$ cat src/rtl/tw_spi_pkg.sv
package tw_spi_pkg;

    localparam int WORD_W = 32;
    localparam int WCNT_W = $clog2(WORD_W + 1);

    typedef enum logic [3:0] {
        PH_IDLE,
        PH_WR_LO,
        PH_WR_HI,
        PH_REL,
        PH_TA_HI0,
        PH_TA_LO,
        PH_TA_HI1,
        PH_RD_LO,
        PH_RD_HI,
        PH_FIN,
        PH_DRAIN
    } phase_e;

    typedef struct packed {
        logic sclk;
        logic cs_n;
        logic dout;
        logic oe;
    } pins_t;

    localparam pins_t PINS_RESET = '{sclk: 1'b0, cs_n: 1'b1, dout: 1'b0, oe: 1'b1};

    function automatic phase_e ta_next(input phase_e p);
        case (p)
            PH_REL:    return PH_TA_HI0;
            PH_TA_HI0: return PH_TA_LO;
            PH_TA_LO:  return PH_TA_HI1;
            default:   return PH_RD_LO;
        endcase
    endfunction

    function automatic logic ta_sclk(input phase_e p);
        return (p == PH_TA_HI0) || (p == PH_TA_LO);
    endfunction

endpackage

$ cat src/rtl/tw_spi_step_gen.sv
module tw_spi_step_gen #(
    parameter int STEP_DIV = 2
) (
    input  logic clk,
    input  logic rst,
    output logic tick
);
    generate
        if (STEP_DIV <= 1) begin : g_every
            assign tick = 1'b1;
        end else begin : g_div
            localparam int CW = $clog2(STEP_DIV);
            localparam logic [CW-1:0] LAST = CW'(STEP_DIV - 1);
            logic [CW-1:0] cnt_q;
            always_ff @(posedge clk) begin
                if (rst || cnt_q == LAST) cnt_q <= '0;
                else                      cnt_q <= cnt_q + 1'b1;
            end
            assign tick = (cnt_q == LAST);
        end
    endgenerate
endmodule

$ cat src/rtl/tw_spi_tx_shift.sv
module tw_spi_tx_shift
    import tw_spi_pkg::*;
(
    input  logic              clk,
    input  logic              rst,
    input  logic              want,
    input  logic              shift,
    input  logic              flush,
    input  logic [WORD_W-1:0] tx_data,
    input  logic              tx_valid,
    output logic              tx_ready,
    output logic              have_bit,
    output logic              bit_out
);
    logic [WORD_W-1:0] sr_q;
    logic [WCNT_W-1:0] left_q;

    assign tx_ready = want && (left_q == '0);
    assign have_bit = (left_q != '0);
    assign bit_out  = sr_q[WORD_W-1];

    always_ff @(posedge clk) begin
        if (rst) begin
            sr_q   <= '0;
            left_q <= '0;
        end else if (flush) begin
            left_q <= '0;
        end else if (shift) begin
            sr_q   <= {sr_q[WORD_W-2:0], 1'b0};
            left_q <= left_q - 1'b1;
        end else if (tx_valid && tx_ready) begin
            sr_q   <= tx_data;
            left_q <= WCNT_W'(WORD_W);
        end
    end
endmodule

$ cat src/rtl/tw_spi_rx_shift.sv
module tw_spi_rx_shift
    import tw_spi_pkg::*;
(
    input  logic              clk,
    input  logic              rst,
    input  logic              clear,
    input  logic              sample,
    input  logic              din,
    input  logic              rx_ready,
    output logic [WORD_W-1:0] rx_data,
    output logic              rx_valid
);
    localparam int BC_W = $clog2(WORD_W);
    localparam logic [BC_W-1:0] LAST_BIT = BC_W'(WORD_W - 1);

    logic [WORD_W-1:0] sr_q;
    logic [WORD_W-1:0] word_q;
    logic [BC_W-1:0]   cnt_q;
    logic              full_q;

    assign rx_data  = word_q;
    assign rx_valid = full_q;

    always_ff @(posedge clk) begin
        if (rst || clear) begin
            cnt_q  <= '0;
            full_q <= 1'b0;
            if (rst) begin
                sr_q   <= '0;
                word_q <= '0;
            end
        end else begin
            if (full_q && rx_ready) full_q <= 1'b0;
            if (sample) begin
                sr_q <= {sr_q[WORD_W-2:0], din};
                if (cnt_q == LAST_BIT) begin
                    word_q <= {sr_q[WORD_W-2:0], din};
                    full_q <= 1'b1;
                    cnt_q  <= '0;
                end else begin
                    cnt_q <= cnt_q + 1'b1;
                end
            end
        end
    end
endmodule

$ cat src/rtl/tw_spi_master.sv
module tw_spi_master
    import tw_spi_pkg::*;
#(
    parameter int STEP_DIV = 2,
    parameter int CNT_W    = 16
) (
    input  logic             clk,
    input  logic             rst,
    input  logic             start,
    input  logic [CNT_W-1:0] wr_bits,
    input  logic [CNT_W-1:0] rd_bits,
    output logic             busy,
    input  logic [31:0]      tx_data,
    input  logic             tx_valid,
    output logic             tx_ready,
    output logic [31:0]      rx_data,
    output logic             rx_valid,
    input  logic             rx_ready,
    output logic             irq,
    input  logic             irq_clr,
    output logic             spi_sclk,
    output logic             spi_cs_n,
    output logic             sdio_o,
    output logic             sdio_oe,
    input  logic             sdio_i
);
    phase_e           ph_q;
    pins_t            pin_q;
    logic [CNT_W-1:0] wcnt_q, rcnt_q;
    logic             evt_arm_q, irq_q;
    logic             tick;
    logic             tx_have, tx_bit, tx_shift, tx_flush;
    logic             rx_sample, rx_full, start_ok;

    tw_spi_step_gen #(.STEP_DIV(STEP_DIV)) u_step (
        .clk (clk),
        .rst (rst),
        .tick(tick)
    );

    assign start_ok = start && (ph_q == PH_IDLE);
    assign tx_shift = tick && (ph_q == PH_WR_HI);
    assign tx_flush = tx_shift && (wcnt_q == '0);
    assign rx_sample = tick && (ph_q == PH_RD_LO) && !rx_full;

    tw_spi_tx_shift u_tx (
        .clk     (clk),
        .rst     (rst),
        .want    (ph_q == PH_WR_LO),
        .shift   (tx_shift),
        .flush   (tx_flush || start_ok),
        .tx_data (tx_data),
        .tx_valid(tx_valid),
        .tx_ready(tx_ready),
        .have_bit(tx_have),
        .bit_out (tx_bit)
    );

    tw_spi_rx_shift u_rx (
        .clk     (clk),
        .rst     (rst),
        .clear   (start_ok),
        .sample  (rx_sample),
        .din     (sdio_i),
        .rx_ready(rx_ready),
        .rx_data (rx_data),
        .rx_valid(rx_full)
    );

    assign rx_valid = rx_full;
    assign busy     = (ph_q != PH_IDLE);
    assign irq      = irq_q;
    assign spi_sclk = pin_q.sclk;
    assign spi_cs_n = pin_q.cs_n;
    assign sdio_o   = pin_q.dout;
    assign sdio_oe  = pin_q.oe;

    always_ff @(posedge clk) begin
        if (rst) begin
            ph_q      <= PH_IDLE;
            pin_q     <= PINS_RESET;
            wcnt_q    <= '0;
            rcnt_q    <= '0;
            evt_arm_q <= 1'b0;
            irq_q     <= 1'b0;
        end else begin
            if (irq_clr) irq_q <= 1'b0;
            if (tick && evt_arm_q && sdio_i) begin
                irq_q     <= 1'b1;
                evt_arm_q <= 1'b0;
            end
            unique case (ph_q)
                PH_IDLE: begin
                    if (start) begin
                        pin_q     <= '{sclk: 1'b0, cs_n: 1'b0, dout: 1'b0, oe: 1'b1};
                        wcnt_q    <= wr_bits;
                        rcnt_q    <= rd_bits;
                        evt_arm_q <= 1'b0;
                        ph_q      <= PH_WR_LO;
                    end
                end
                PH_WR_LO: begin
                    if (tick) begin
                        pin_q.sclk <= 1'b0;
                        if (tx_have) begin
                            pin_q.dout <= tx_bit;
                            ph_q       <= PH_WR_HI;
                        end
                    end
                end
                PH_WR_HI: begin
                    if (tick) begin
                        pin_q.sclk <= 1'b1;
                        if (wcnt_q == '0) begin
                            ph_q <= PH_REL;
                        end else begin
                            wcnt_q <= wcnt_q - 1'b1;
                            ph_q   <= PH_WR_LO;
                        end
                    end
                end
                PH_REL: begin
                    if (tick) begin
                        pin_q.sclk <= 1'b0;
                        pin_q.oe   <= 1'b0;
                        ph_q       <= ta_next(ph_q);
                    end
                end
                PH_TA_HI0, PH_TA_LO, PH_TA_HI1: begin
                    if (tick) begin
                        pin_q.sclk <= ~ta_sclk(ph_q) | (ph_q == PH_TA_HI0);
                        ph_q       <= ta_next(ph_q);
                    end
                end
                PH_RD_LO: begin
                    if (tick) begin
                        pin_q.sclk <= 1'b0;
                        if (!rx_full) ph_q <= PH_RD_HI;
                    end
                end
                PH_RD_HI: begin
                    if (tick) begin
                        pin_q.sclk <= 1'b1;
                        if (rcnt_q == '0) begin
                            ph_q <= PH_FIN;
                        end else begin
                            rcnt_q <= rcnt_q - 1'b1;
                            ph_q   <= PH_RD_LO;
                        end
                    end
                end
                PH_FIN: begin
                    if (tick) begin
                        pin_q.sclk <= 1'b0;
                        evt_arm_q  <= 1'b1;
                        ph_q       <= PH_DRAIN;
                    end
                end
                PH_DRAIN: begin
                    if (!rx_full) begin
                        pin_q.cs_n <= 1'b1;
                        ph_q       <= PH_IDLE;
                    end
                end
                default: ph_q <= PH_IDLE;
            endcase
        end
    end
endmodule

$ cat config.mk
export PLATFORM = sky130hd
export DESIGN_NAME = tw_spi_master
export DESIGN_NICKNAME = d
export VERILOG_FILES = /design/src/rtl/tw_spi_pkg.sv /design/src/rtl/tw_spi_step_gen.sv /design/src/rtl/tw_spi_tx_shift.sv /design/src/rtl/tw_spi_rx_shift.sv /design/src/rtl/tw_spi_master.sv
export SDC_FILE = /design/constraint.sdc
export NUM_CORES = 1
export LEC_CHECK = 0
export ABC_AREA = 0
export CAP_MARGIN = 20
export CORE_MARGIN = 8
export CORE_UTILIZATION = 60
export DETAILED_ROUTE_END_ITERATION = 10
export DONT_BUFFER_PORTS = 1
export PLACE_DENSITY = 0.76
export SETUP_SLACK_MARGIN = 0.05
export SYNTH_ARGS = -nofsm -noshare
export SYNTH_HDL_FRONTEND = slang
export SYNTH_SLANG_ARGS = --single-unit
$ cat constraint.sdc
create_clock -name clk -period 3.3 [get_ports clk]
set_clock_uncertainty 0.1 [all_clocks]
set_input_delay 0.66 -clock clk [delete_from_list [all_inputs] [get_ports clk]]
set_output_delay 0.66 -clock clk [all_outputs]
set_load 0.01 [all_outputs]
; After elaboration in Yosys (flattened, before gate mapping)
; Index checks and enable logic that the tools add are counted.
[word_totals]
register_bits = 150
input_bits = 71
output_inout_bits = 40
elab_cells = 149
[classes]
n_addsub = 5
eq_ne = 27
n_mux = 53
bitwise_logic = 3
reduce_logical = 45
[op_table]
columns = cell, count
row1 = 32-bit two-way mux, 6
row2 = 16-bit two-way mux, 6
row3 = 16-bit case mux with 2 select lines, 2
row4 = 31-bit two-way mux, 2
row5 = 4-bit two-way mux, 12
row6 = 4-bit case mux with 9 select lines, 1
row7 = 16-bit zero test, 2
row8 = 16-bit by 1-bit subtractor with 16-bit output (second input constant), 2
row9 = 2-bit nonzero test, 9
row10 = 4-bit by 3-bit equality test with 1-bit output (second input constant), 4
row11 = 2-bit by 1-bit != test with 1-bit output (second input constant), 8
row12 = 2-bit != test (second input constant), 8
row13 = 1-bit two-way mux, 14
row14 = 4-bit equality test (second input constant), 3
row15 = 6-bit two-way mux, 2
row16 = 4-bit AND reduction, 3
row17 = 11-bit AND reduction, 1
row18 = 1-bit logical AND, 10
row19 = 3-bit AND reduction, 3
row20 = 4-bit by 2-bit equality test with 1-bit output (second input constant), 2
row21 = 1-bit case mux with 2 select lines, 4
row22 = 4-bit nonzero test, 2
row23 = 6-bit zero test, 1
row24 = 6-bit nonzero test, 1
row25 = 19 further kinds, 25

; Logic depth before layout (Yosys ltp)
[logic_depth]
ltp_word = 6
ltp_mapped = 9
depth_no_buf = 9

; By module
; From an unflattened synthesis, not the netlist that was laid out.
[unflattened]
hier_cells = 728
area_unflattened_um2 = 7373.3
[modules_own_cells]
columns = module, instances, cells_each, area_per_inst_um2, seq_area_each_um2
row1 = tw_spi_master, 1, 395, 2906.5, 840.8
row2 = tw_spi_rx_shift, 1, 135, 2439.8, 2011.9
row3 = tw_spi_tx_shift, 1, 196, 2003.2, 760.7
row4 = tw_spi_step_gen, 1, 2, 23.8, 20.0

; Least setup slack after synthesis
; OpenSTA, ideal clock, no wires.
[synth_timing]
kind = input to register
startpoint = input rst
endpoint = register u_rx.word_q[0] (netlist: u_rx.rx_data[0]), enable pin
setup_ps = 394
t_arrival_ps = 1961
required_ps = 2806
path_slack_ps = 845
cell_stages = 3
n_path_buf = 2
cell_sequence = clkbuf_1 > clkbuf_1 > nand2b_1
[synth_via]
elab_chain_len = 3
word_cells_on_any_way = 5
classes_between = 1 x eq/ne / 4 x reduce/logical
[synth_lines]
columns = item, line
row1 = "start, declared", tw_spi_master.sv:8  ; input logic rst,
row2 = 1-bit logical OR, tw_spi_rx_shift.sv:25  ; if (rst || clear) begin
row3 = 2-bit != test (no line) or 2-bit nonzero test (tied branches), --
row4 = 3-bit AND reduction (no line) *, --
row5 = "end signal, assigned", tw_spi_rx_shift.sv:37  ; word_q <= {sr_q[WORD_W-2:0], din};
row6 = "end, declared", tw_spi_rx_shift.sv:17  ; logic [WORD_W-1:0] word_q;
; Mark *: on every way between the ends. The rest lies on a longest branch, timed or not.
; A chain may end at the register's enable or synchronous reset.

; Final worst setup path
[layout_timing]
startpoint = register ph_q[0]
endpoint = output tx_ready
[layout_via]
elab_chain_len = 2
[layout_lines]
columns = item, line
row1 = "start, declared", tw_spi_master.sv:27  ; phase_e ph_q;
row2 = "start signal, assigned", tw_spi_master.sv:126  ; ph_q <= ta_next(ph_q);
row3 = "start signal, assigned", tw_spi_master.sv:132  ; ph_q <= ta_next(ph_q);
row4 = 4-bit by 1-bit equality test with 1-bit output, tw_spi_master.sv:49  ; .want (ph_q == PH_WR_LO),
row5 = 1-bit logical AND, tw_spi_tx_shift.sv:18  ; assign tx_ready = want && (left_q == '0);
row6 = "end, declared", tw_spi_master.sv:15  ; output logic tx_ready,
; No other way between the ends.

==> results_dict.tcl <==
set metrics [dict create \
    die_area_um2 15500 \
    startpoint "ph_q[0]" \
    root_buffer "clkbuf_16" \
    synthDistinctLibCells 61 \
    antenna_found_initial 0 \
    cap_viol_max_count 0 \
    crit_cells 3 \
    synth-seq-cells 150 \
    slew_viol_final 0 \
    place.gp.congestion 0.876 \
    synth-edff-count 63 \
    ys_seq_area_frac 0.513 \
    htreeDepth 4 \
    crit_path_end_kind "primary output" \
    cp-start-kind "register" \
    ant_nets 0 \
    start_util 0.618 \
    cts_max_path_buffers 2 \
    r2r-start "ph_q[3]" \
    syn_to_final_growth_pct 8.65 \
    clk_latency_ps 420 \
    syn_area_um2 7090 \
    power.density_nw_per_um2 766 \
    utilization 0.671 \
    r2r-end "rcnt_q[10]" \
    syn_nets 819 \
    synth_area_per_cell_um2 9.58 \
    synth_top_family_by_area "simple AND/OR/NAND/NOR gates" \
    port_buffers 0 \
    crit_slowest_cell "dfxtp_1" \
    drcViolationCount 0 \
    diodes 0 \
    wl_per_cell_um 17.5 \
    die_w_um 125 \
    rrSetupSlack_ps 720 \
    synth_adder_area_share 0.0141 \
    status "finished clean" \
    fin_crit_sh 0.838 \
    async_flop_share 0 \
    die-height_um 125 \
    critPathTopFamily "flip-flops" \
    critical_path_class "register to primary output" \
    first_pass_iters 5 \
    ys.flop_type "dfxtp_1" \
    hold_viol_final 0 \
    fin_tns_setup_ps 0 \
    grt_max_degree 81 \
    worstPathMaxFanout 20 \
    num_vias 5374 \
    worstPathArrival_ps 2010 \
    drt_wl_total_um 15300 \
    vias_per_cell 6.14 \
    fillers 910 \
    max_slew.worst_pin.slew_ps 775 \
    period_needed_ps 2770 \
    synth_xor_area_frac 0 \
    seq_area_um2 3630 \
    cts_resized 0 \
    grt_overflow 0 \
    worst_ep_required_time_ps 2540 \
    critPathCapture "tx_ready" \
    path_cells "nor4b_2, nand2_1, inv_1" \
    syn_inst 740 \
    power_leakage_nw 2.75 \
    min_path_type "input pin to register" \
    fmax_mhz 362 \
    core_area_um2 11500 \
    numClockSinks 150 \
    synth_compound_area_frac 0.199 \
    rsz0062_at_grt "no" \
    slew_headroom 0.481 \
    cts_tree "built" \
    cts_buffers 17 \
    drt_iter0_drc 441 \
    multi_input_area_um2 3170 \
    worstHoldPathCells 1 \
    synth_mux_area_frac 0.00600 \
    grt_use_total 0.193 \
    setup_viol 0 \
    drive_gt1_frac 0.116 \
    num_rows 39 \
    post_cts_buffers 0 \
    nets 798 \
    ir_drop_mv 0.574 \
    synthSimpleGateAreaFrac 0.228 \
    ios 111 \
    slowest_delay_ps 720 \
    power_mw 5.90 \
    hpwl_um 10200 \
    grt_first_pass_wirelength_um 25000 \
    hold_buffers 0 \
    grt_pass1_vias 5040 \
    reg2reg_depth 5 \
    crit_buf_inv 1 \
    synth-warning-count 0 \
    clkTransAtPathRegs_ps 60 \
]
-- metrics by stage --
step           instance area (um2)  worst slack (ps)  std cells  hold WS, ps
5_1_grt                       7700               339        875          193
6_report                      7700               535        875          206
4_1_cts                       7700               505        875          193
3_3_place_gp                  7120               807        843          346
3_5_place_dp                  7120               757        843          362
2_1_floorplan                 7090               845        740          341
-- kinds of logic after synthesis --
family / count (synthesis)
AND/OR/NAND/NOR: 330
AO/OA/AOI/OAI: 187
flip-flops: 150
buffers and inverters: 62
adder cells (fa/ha/maj): 8
multiplexers: 3
-- final cells by class --
class	instances	area share
Sequential cell	150	0.472
Clock inverter	13	0.0190
Inverter	11	0.00536
Clock buffer	19	0.0562
Tap cell	143	0.0232
Timing Repair Buffer	11	0.0124
Multi-Input combinational cell	528	0.412
-- Yosys cell counts, types with 3 or more instances --
cell type | number | share of area
a31oi_1 | 9 | 0.0079
a221oi_1 | 3 | 0.0037
ha_1 | 8 | 0.014
o21ai_0 | 36 | 0.025
a311oi_1 | 5 | 0.0062
nor4_1 | 8 | 0.0071
a21o_1 | 3 | 0.0032
or2_2 | 4 | 0.0035
a21oi_1 | 57 | 0.040
nand4_1 | 4 | 0.0035
clkbuf_1 | 30 | 0.016
o21a_1 | 5 | 0.0053
nor3_1 | 18 | 0.013
a311oi_2 | 29 | 0.061
o211ai_1 | 3 | 0.0032
nor3b_1 | 3 | 0.0032
nand3_1 | 9 | 0.0064
nand3b_1 | 3 | 0.0032
a22o_1 | 6 | 0.0074
buf_6 | 3 | 0.0048
nor2_1 | 81 | 0.043
or4_1 | 4 | 0.0042
and2_1 | 37 | 0.033
or3_1 | 5 | 0.0044
buf_2 | 14 | 0.0099
nand2_1 | 123 | 0.065
o31ai_1 | 6 | 0.0064
a211oi_1 | 3 | 0.0032
o21ai_1 | 3 | 0.0021
inv_1 | 11 | 0.0058
dfxtp_1 | 87 | 0.25
edfxtp_1 | 63 | 0.27
buf_4 | 3 | 0.0032
nand2b_1 | 12 | 0.011
and3_1 | 3 | 0.0026
a41oi_1 | 3 | 0.0037
-- state kept, by name, indices dropped and copies added (netlist names) --
| signal | count |
|---|---|
| sdio_oe | 1 |
| u_rx.rx_data | 32 |
| evt_arm_q | 1 |
| u_rx.cnt_q | 5 |
| u_step.tick | 1 |
| u_tx.left_q | 6 |
| u_rx.rx_valid | 1 |
| rcnt_q | 16 |
| sdio_o | 1 |
| u_tx.sr_q | 32 |
| wcnt_q | 16 |
| u_rx.sr_q | 31 |
| spi_cs_n | 1 |
| irq | 1 |
| spi_sclk | 1 |
| ph_q | 4 |
-- worst reg2reg max path, stage by stage, from the launching register on --
cell	delay, ps
dfxtp_1	700
or4b_1	840
buf_4	330
o41ai_1	320
nand2_1	100
a21oi_1	130
-- cells in the final DEF (no fill, tap or decap), types with 10 or more instances in the layout --
master / Yosys / layout
dfxtp_1: 87 / 87
edfxtp_1: 63 / 63
o21ai_0: 36 / 36
a21oi_1: 57 / 57
nor2_1: 81 / 80
a311oi_2: 29 / 29
nand2_1: 123 / 123
clkbuf_16: 0 / 17
nand2b_1: 12 / 12
and2_1: 37 / 37
inv_1: 11 / 11
buf_4: 3 / 10
nor3_1: 18 / 18
-- routing by layer --
layer / global-route usage / share of wire / up-vias
met1: 0.245 / 0.44 / 2528
li1: - / - / 2637
met2: 0.293 / 0.46 / 177
met4: 0.0815 / 0.022 / 0
met3: 0.0643 / 0.070 / 32
met5: 0 / 0 / -
-- where the power goes --
| part | internal [mW] | switching, mW |
|---|---|---|
| registers | 2.25 | 0.255 |
| clock network | 1.12 | 0.765 |
| logic | 0.573 | 0.934 |
-- worst min path at each step --
| stage | start | to | slack [ps] |
|---|---|---|---|
| 2_1_floorplan | u_rx.cnt_q[4] | u_rx.cnt_q[4] | 340 |
| 3_3_place_gp | u_rx.cnt_q[4] | u_rx.cnt_q[4] | 350 |
| 3_5_place_dp | wcnt_q[6] | wcnt_q[6] | 360 |
| 4_1_cts | rst | u_tx.sr_q[13] | 190 |
| 5_1_grt | rst | u_tx.sr_q[24] | 190 |
| 6_report | rst | u_tx.sr_q[13] | 210 |
Power figures use the tool's default switching activity.
